==> src/rtl/cardclk_pkg.sv <==
package cardclk_pkg;
    typedef enum logic {
        PH_LOW  = 1'b0,
        PH_HIGH = 1'b1
    } phase_e;

    typedef enum logic {
        TM_IDLE  = 1'b0,
        TM_COUNT = 1'b1
    } tmo_e;
endpackage

==> src/rtl/cardclk_ratio_sel.sv <==
module cardclk_ratio_sel #(
    parameter int DIV_W     = 11,
    parameter int DATA_BITS = 3,
    localparam int RW       = DIV_W + 1
) (
    input  logic [DIV_W-1:0] div_cfg,
    input  logic             slow_card,
    input  logic             data_mode,
    output logic [RW-1:0]    ratio
);
    logic [RW-1:0] wide_ratio;
    logic [RW-1:0] narrow_ratio;

    assign wide_ratio = RW'(div_cfg) + RW'(2);

    generate
        if (DATA_BITS >= DIV_W) begin : g_same
            assign narrow_ratio = wide_ratio;
        end else begin : g_narrow
            assign narrow_ratio = RW'(div_cfg[DATA_BITS-1:0]) + RW'(2);
        end
    endgenerate

    // identification mode or slow card: full setting; otherwise low bits only
    always_comb begin
        if (slow_card || !data_mode) ratio = wide_ratio;
        else                         ratio = narrow_ratio;
    end
endmodule

==> src/rtl/cardclk_phase_fsm.sv <==
module cardclk_phase_fsm
    import cardclk_pkg::*;
#(
    parameter int RW = 12
) (
    input  logic          clk,
    input  logic          rst_n,
    input  logic [RW-1:0] ratio_in,
    output logic          card_clk,
    output logic          clk_en
);
    phase_e        state_q, state_d;
    logic [RW-1:0] cnt_q, cnt_d;
    logic [RW-1:0] ratio_q, ratio_d;
    logic          clk_d, en_d;
    logic          boundary;

    assign boundary = (state_q == PH_LOW) && (cnt_q == '0);

    // next-state logic
    always_comb begin
        state_d = state_q;
        cnt_d   = cnt_q;
        ratio_d = ratio_q;
        clk_d   = card_clk;
        en_d    = 1'b0;
        unique case (state_q)
            PH_LOW: begin
                if (cnt_q == '0) begin
                    // period boundary: sample the new ratio, go high
                    ratio_d = ratio_in;
                    state_d = PH_HIGH;
                    cnt_d   = (ratio_in >> 1) - RW'(1);
                    clk_d   = 1'b1;
                    en_d    = 1'b1;
                end else begin
                    cnt_d = cnt_q - RW'(1);
                end
            end
            PH_HIGH: begin
                if (cnt_q == '0) begin
                    state_d = PH_LOW;
                    cnt_d   = ratio_q - (ratio_q >> 1) - RW'(1);
                    clk_d   = 1'b0;
                end else begin
                    cnt_d = cnt_q - RW'(1);
                end
            end
        endcase
    end

    // state register
    always_ff @(posedge clk) begin
        if (!rst_n) begin
            state_q <= PH_LOW;
            cnt_q   <= '0;
            ratio_q <= RW'(2);
        end else begin
            state_q <= state_d;
            cnt_q   <= cnt_d;
            ratio_q <= ratio_d;
        end
    end

    // output register
    always_ff @(posedge clk) begin
        if (!rst_n) begin
            card_clk <= 1'b0;
            clk_en   <= 1'b0;
        end else begin
            card_clk <= clk_d;
            clk_en   <= en_d;
        end
    end


    en_spacing_chk: assert property (@(posedge clk) disable iff (!rst_n)
        clk_en |=> !clk_en);

    en_on_rise_chk: assert property (@(posedge clk) disable iff (!rst_n)
        $rose(card_clk) |-> clk_en);

    ratio_hold_chk: assert property (@(posedge clk) disable iff (!rst_n)
        !boundary |=> $stable(ratio_q));

    high_len_chk: assert property (@(posedge clk) disable iff (!rst_n)
        (state_q == PH_HIGH) |-> (cnt_q < (ratio_q >> 1)));

    ratio_min_chk: assert property (@(posedge clk) disable iff (!rst_n)
        ratio_q >= RW'(2));
endmodule

==> src/rtl/cardclk_timeout.sv <==
module cardclk_timeout
    import cardclk_pkg::*;
#(
    parameter int TMO_W = 32
) (
    input  logic             clk,
    input  logic             rst_n,
    input  logic             tick,
    input  logic             load,
    input  logic [TMO_W-1:0] start_val,
    output logic             expired
);
    tmo_e             state_q, state_d;
    logic [TMO_W-1:0] count_q, count_d;
    logic             fire_d;

    always_comb begin
        state_d = state_q;
        count_d = count_q;
        fire_d  = 1'b0;
        if (load) begin
            state_d = TM_COUNT;
            count_d = start_val;
        end else begin
            unique case (state_q)
                TM_IDLE: ;
                TM_COUNT: begin
                    if (tick) begin
                        if (count_q == '0) begin
                            state_d = TM_IDLE;
                            fire_d  = 1'b1;
                        end else begin
                            count_d = count_q - TMO_W'(1);
                        end
                    end
                end
            endcase
        end
    end

    always_ff @(posedge clk) begin
        if (!rst_n) begin
            state_q <= TM_IDLE;
            count_q <= '0;
        end else begin
            state_q <= state_d;
            count_q <= count_d;
        end
    end

    always_ff @(posedge clk) begin
        if (!rst_n) expired <= 1'b0;
        else        expired <= fire_d;
    end


    pulse_once_chk: assert property (@(posedge clk) disable iff (!rst_n)
        expired |=> !expired);

    idle_after_fire_chk: assert property (@(posedge clk) disable iff (!rst_n)
        (expired && !$past(load)) |-> (state_q == TM_IDLE) || load);

    fire_needs_tick_chk: assert property (@(posedge clk) disable iff (!rst_n)
        $rose(expired) |-> $past(tick));
endmodule

==> src/rtl/cardclk_gen.sv <==
module cardclk_gen #(
    parameter int DIV_W     = 11,
    parameter int DATA_BITS = 3,
    parameter int TMO_W     = 32
) (
    input  logic             clk,
    input  logic             rst_n,
    input  logic [DIV_W-1:0] div_cfg,
    input  logic             slow_card,
    input  logic             data_mode,
    input  logic [TMO_W-1:0] tmo_start,
    input  logic             phase_start,
    output logic             card_clk,
    output logic             clk_en,
    output logic             tmo_expired
);
    localparam int RW = DIV_W + 1;

    logic [RW-1:0] ratio;

    cardclk_ratio_sel #(.DIV_W(DIV_W), .DATA_BITS(DATA_BITS)) u_sel (
        .div_cfg   (div_cfg),
        .slow_card (slow_card),
        .data_mode (data_mode),
        .ratio     (ratio)
    );

    cardclk_phase_fsm #(.RW(RW)) u_phase (
        .clk      (clk),
        .rst_n    (rst_n),
        .ratio_in (ratio),
        .card_clk (card_clk),
        .clk_en   (clk_en)
    );

    cardclk_timeout #(.TMO_W(TMO_W)) u_tmo (
        .clk       (clk),
        .rst_n     (rst_n),
        .tick      (clk_en),
        .load      (phase_start),
        .start_val (tmo_start),
        .expired   (tmo_expired)
    );
endmodule

==> config.mk <==
export PLATFORM = sky130hd
export DESIGN_NAME = cardclk_gen
export DESIGN_NICKNAME = d
export VERILOG_FILES = /design/src/rtl/cardclk_pkg.sv /design/src/rtl/cardclk_ratio_sel.sv /design/src/rtl/cardclk_phase_fsm.sv /design/src/rtl/cardclk_timeout.sv /design/src/rtl/cardclk_gen.sv
export SDC_FILE = /design/constraint.sdc
export NUM_CORES = 1
export LEC_CHECK = 0
export ABC_CLOCK_PERIOD_IN_PS = 3400
export BUFFER_PORTS_ARGS = -buffer_cell sky130_fd_sc_hd__buf_2
export CAP_MARGIN = 5
export CORE_AREA = 2 2 71 141
export CTS_BUF_LIST = sky130_fd_sc_hd__clkbuf_8
export CTS_CLUSTER_SIZE = 12
export DETAILED_ROUTE_END_ITERATION = 12
export DIE_AREA = 0 0 73 143
export HOLD_SLACK_MARGIN = 0.05
export PLACE_DENSITY_LB_ADDON = 0.05
export REMOVE_ABC_BUFFERS = 1
export SYNTH_ARGS = -nofsm -noshare
export SYNTH_HDL_FRONTEND = slang
export SYNTH_SLANG_ARGS = --single-unit
==> constraint.sdc <==
create_clock -name clk -period 3.4 [get_ports clk]
set_input_delay 0.68 -clock clk [delete_from_list [all_inputs] [get_ports clk]]
set_output_delay 0.68 -clock clk [all_outputs]
set_load 0.005 [all_outputs]
==> results.py <==
metrics = {
    "clock_network": {
        "htree_levels": 3,
        "clock_path_buffers": 2,
        "cts.repair.resized": 0,
        "post_cts.repair.setup_buffers": 0,
        "clk-insertion-delay-late_ns": 0.34,
        "ctsRootBufferMaster": "sky130_fd_sc_hd__clkbuf_8",
        "clock_tree_from_tritoncts": "done",
        "tritoncts.num_buffers": 9,
        "cts_hold_buf": 0,
        "cts.reportedPaths.clkPinSlew_ns": 0.07,
        "tritoncts_num_sinks": 61,
    },
    "route": {
        "postRouteAntennaNets": 0,
        "drt-wirelength-per-cell_um": 15.6,
        "wl_um": 10500,
        "first_iter_violations": 124,
        "drt_pass1_iterations": 4,
        "drt-vias-per-instance": 5.66,
        "drc": 0,
        "routed-via-count": 3801,
    },
    "synth": {
        "synth_edf_count": 0,
        "postSynthAreaPerCell_um2": 8.02,
        "synthArstFlopShare": 0,
        "postSynth.topFlopCell": "sky130_fd_sc_hd__dfxtp_1",
        "flops_latches_synth": 61,
        "mappedNetlistArea_um2": 4120,
        "seq_area_frac_synth": 0.296,
        "yosysTopAreaCell": "sky130_fd_sc_hd__dfxtp_1",
        "yosysUniqueCellTypes": 55,
        "yosysTopAreaCellShare": 0.296,
        "synth.yosys.warnings": 0,
        "netlist_instances": 514,
        "synth.top_cells.by_area": "sky130_fd_sc_hd__dfxtp_1 (30%), sky130_fd_sc_hd__xnor2_1 (7.2%), sky130_fd_sc_hd__ha_1 (6.1%), sky130_fd_sc_hd__a21oi_1 (4.9%), sky130_fd_sc_hd__o21ai_0 (4.9%)",
    },
    "critical_path": {
        "crit_slowest_cell": "sky130_fd_sc_hd__and4_1",
        "worst-r2r-cell-count": 10,
        "critical_path_capture_point_type": "register",
        "critical_path_data_required_time_ns": 3.60,
        "regToRegEndpoint": "u_tmo.count_q[30]",
        "timing.critical_path.cells": "inv_1 -> ha_1 -> or4b_1 -> nor4b_2 -> and4_1 -> buf_4 -> nor3_2 -> nand2_1 -> xor2_1 -> a211oi_2",
        "cp_slowest_stage_delay_ns": 0.47,
        "timing.setup.critical_path_class": "reg2reg",
        "crit_path_start": "u_tmo.count_q[0]",
        "regToRegStartpoint": "u_tmo.count_q[0]",
        "worst-path-max-fanout": 9,
        "setup.worst_path.start_class": "register",
        "critPathArrivalTime_ns": 2.95,
        "setup.reg_to_reg.worst_slack_ns": 0.65,
        "worst_setup_path_endpoint": "u_tmo.count_q[30]",
    },
    "pwr": {
        "share_seq_of_total_power": 0.312,
        "p_int_w": 0.00179,
        "p_sw_w": 0.00121,
        "power-per-cell-area_nw_per_um2": 643,
        "worst_ir_drop_vdd_uv": 270,
        "leakage_nw": 1.78,
        "switching_power_as_a_share_of_total_power": 0.404,
        "p_clk_frac": 0.195,
        "design_power_total_w": 0.00300,
        "combPwrFrac": 0.492,
    },
    "timing": {
        "achievable-frequency_mhz": 364,
        "setup_tns_ns": 0,
        "timing_max_transition_violations_final": 0,
        "worst_pin_slew_ns": 0.834,
        "slew-limit-headroom": 0.440,
        "post-route-period-util": 0.808,
        "setup_viol": 0,
        "rsz0062_at_grt": "false",
        "finalHoldViolCount": 0,
        "finClkSkew_ns": 0.00570,
        "fin_crit_ns": 2.75,
    },
    "place": {
        "dp.final_hpwl_um": 8340,
        "gp_congestion": 0.801,
        "placedCellCount": 657,
        "port_buffers": 50,
    },
    "floorplan": {
        "die_width_um": 73,
        "design.die.area_um2": 10400,
        "dieHeight_um": 143,
        "coreArea_um2": 9320,
        "number_of_standard_cell_rows_in_the_floorplan": 50,
        "effective_utilization_at_floorplan": 0.442,
        "ioPinCount": 51,
    },
    "finish": {
        "final_common_cell": "sky130_fd_sc_hd__dfxtp_1",
        "multiInputGateArea_um2": 2700,
        "number_of_diodes_added_for_antenna_fixing": 0,
        "area_delta_synth_final_pct": 13.3,
        "most-common-layout-cells": "sky130_fd_sc_hd__dfxtp_1 (61), sky130_fd_sc_hd__buf_2 (50), sky130_fd_sc_hd__nor2_1 (48)",
        "final_layout_size_suffix_gt1_frac": 0.158,
        "finalNonFillerCells": 672,
        "sequential_cell_area_um2": 1220,
        "num-fill-cells": 973,
        "finalNetCount": 633,
    },
    "global_route": {
        "grt_use_total": 0.216,
        "antenna_found_initial": 0,
        "grt_start_max_net_pins": 33,
        "grt.overflow.total": 0,
        "first_pass_grt_wire_length_um": 17400,
        "grt_pass1_vias": 3866,
    },
    "job": {
        "cap_viol_max_count": 0,
    },
    "status": {
        "run_status": "complete, no violations",
    },
    "hold_path": {
        "hold_path_class": "reg2reg",
    },
}
==> cell families after synthesis <==
group	Yosys count	synth area share
flops	61	0.296
buf+inv	49	0.0480
xor+xnor	56	0.119
fa+ha+maj	21	0.0656
mux	15	0.0367
simple gates	186	0.249
compound gates	126	0.186
==> sequential cells by signal (all words and copies together) (netlist names) <==
name	flops
u_tmo.count_q	32
u_phase.cnt_q	12
u_phase.ratio_q	12
u_phase.card_clk	1
u_phase.clk_en	1
u_phase.state_q	1
u_tmo.expired	1
u_tmo.state_q	1
==> how the worst min path moves through the flow <==
stage	from	to	slack, ns	cells after the start
after detailed placement	u_phase.card_clk	u_phase.card_clk	0.49	2
after floorplan	u_phase.ratio_q[0]	u_phase.ratio_q[0]	0.47	2
final	u_phase.card_clk	u_phase.card_clk	0.50	2
after global placement	u_phase.card_clk	u_phase.card_clk	0.49	2
after CTS	u_phase.card_clk	u_phase.card_clk	0.50	2
after global routing	u_phase.card_clk	u_phase.card_clk	0.53	2
==> metrics by stage <==
stage                     hold slack [ns]  setup WS, ns  cell area (um2)   util
after floorplan                     0.467         0.834             4020      -
final                               0.503         0.653             4670  0.501
after global placement              0.487         0.448             4490  0.482
after detailed placement            0.494         0.387             4490  0.482
after CTS                           0.504         0.639             4670  0.501
after global routing                0.527         0.434             4670  0.501
==> power by group through the flow <==
stage	sequential (W)	clock (W)	combinational, W
2_1_floorplan	0.000957	0	0.00108
3_3_place_gp	0.000953	0	0.00147
3_5_place_dp	0.000956	0	0.00148
4_1_cts	0.000940	0.000610	0.00149
5_1_grt	0.000956	0.000640	0.00165
6_report	0.000938	0.000587	0.00148
==> worst max-delay path, delay by kind of cell, from the launching register on <==
family | cells | cell delay (ns)
flip-flops | 1 | 0.34
adder cells (fa/ha/maj) | 1 | 0.17
AND/OR/NAND/NOR | 5 | 1.53
XOR/XNOR | 1 | 0.18
buffers and inverters | 2 | 0.32
AO/OA/AOI/OAI | 1 | 0.09
==> layer usage <==
layer / vias up / wire, um / GRT usage
li1: 1948 / - / -
met2: 58 / 6240 / 0.440
met4: 0 / 354 / 0.104
met1: 1769 / 3680 / 0.189
met3: 26 / 228 / 0.0367
met5: - / 0 / 0
==> cells in the mapped netlist, types with 3 or more instances <==
master,instances
sky130_fd_sc_hd__mux2i_1,14
sky130_fd_sc_hd__inv_1,24
sky130_fd_sc_hd__nor4_1,14
sky130_fd_sc_hd__o21ai_0,40
sky130_fd_sc_hd__dfxtp_1,61
sky130_fd_sc_hd__ha_1,20
sky130_fd_sc_hd__nor4_2,4
sky130_fd_sc_hd__nand2_1,23
sky130_fd_sc_hd__nand3_1,24
sky130_fd_sc_hd__nor3_1,25
sky130_fd_sc_hd__o21a_1,4
sky130_fd_sc_hd__and2_1,3
sky130_fd_sc_hd__a21oi_1,40
sky130_fd_sc_hd__clkbuf_1,18
sky130_fd_sc_hd__xor2_1,22
sky130_fd_sc_hd__o2111ai_1,3
sky130_fd_sc_hd__a211oi_1,15
sky130_fd_sc_hd__or4_4,3
sky130_fd_sc_hd__and4_1,3
sky130_fd_sc_hd__a21o_1,6
sky130_fd_sc_hd__nand4b_1,3
sky130_fd_sc_hd__nand2b_1,6
sky130_fd_sc_hd__xnor2_1,34
sky130_fd_sc_hd__a31oi_1,3
sky130_fd_sc_hd__or3_1,8
sky130_fd_sc_hd__nor2b_1,5
sky130_fd_sc_hd__nor3_2,3
sky130_fd_sc_hd__or4_1,3
sky130_fd_sc_hd__nor2_1,48
==> area by class of cell <==
type | count | area share
Multi-Input combinational cell | 404 | 0.579
Sequential cell | 61 | 0.262
Inverter | 26 | 0.0209
Tap cell | 104 | 0.0279
Timing Repair Buffer | 62 | 0.0729
Clock buffer | 12 | 0.0354
Clock inverter | 3 | 0.00268
No activity file was read; power rests on OpenSTA's default activity.
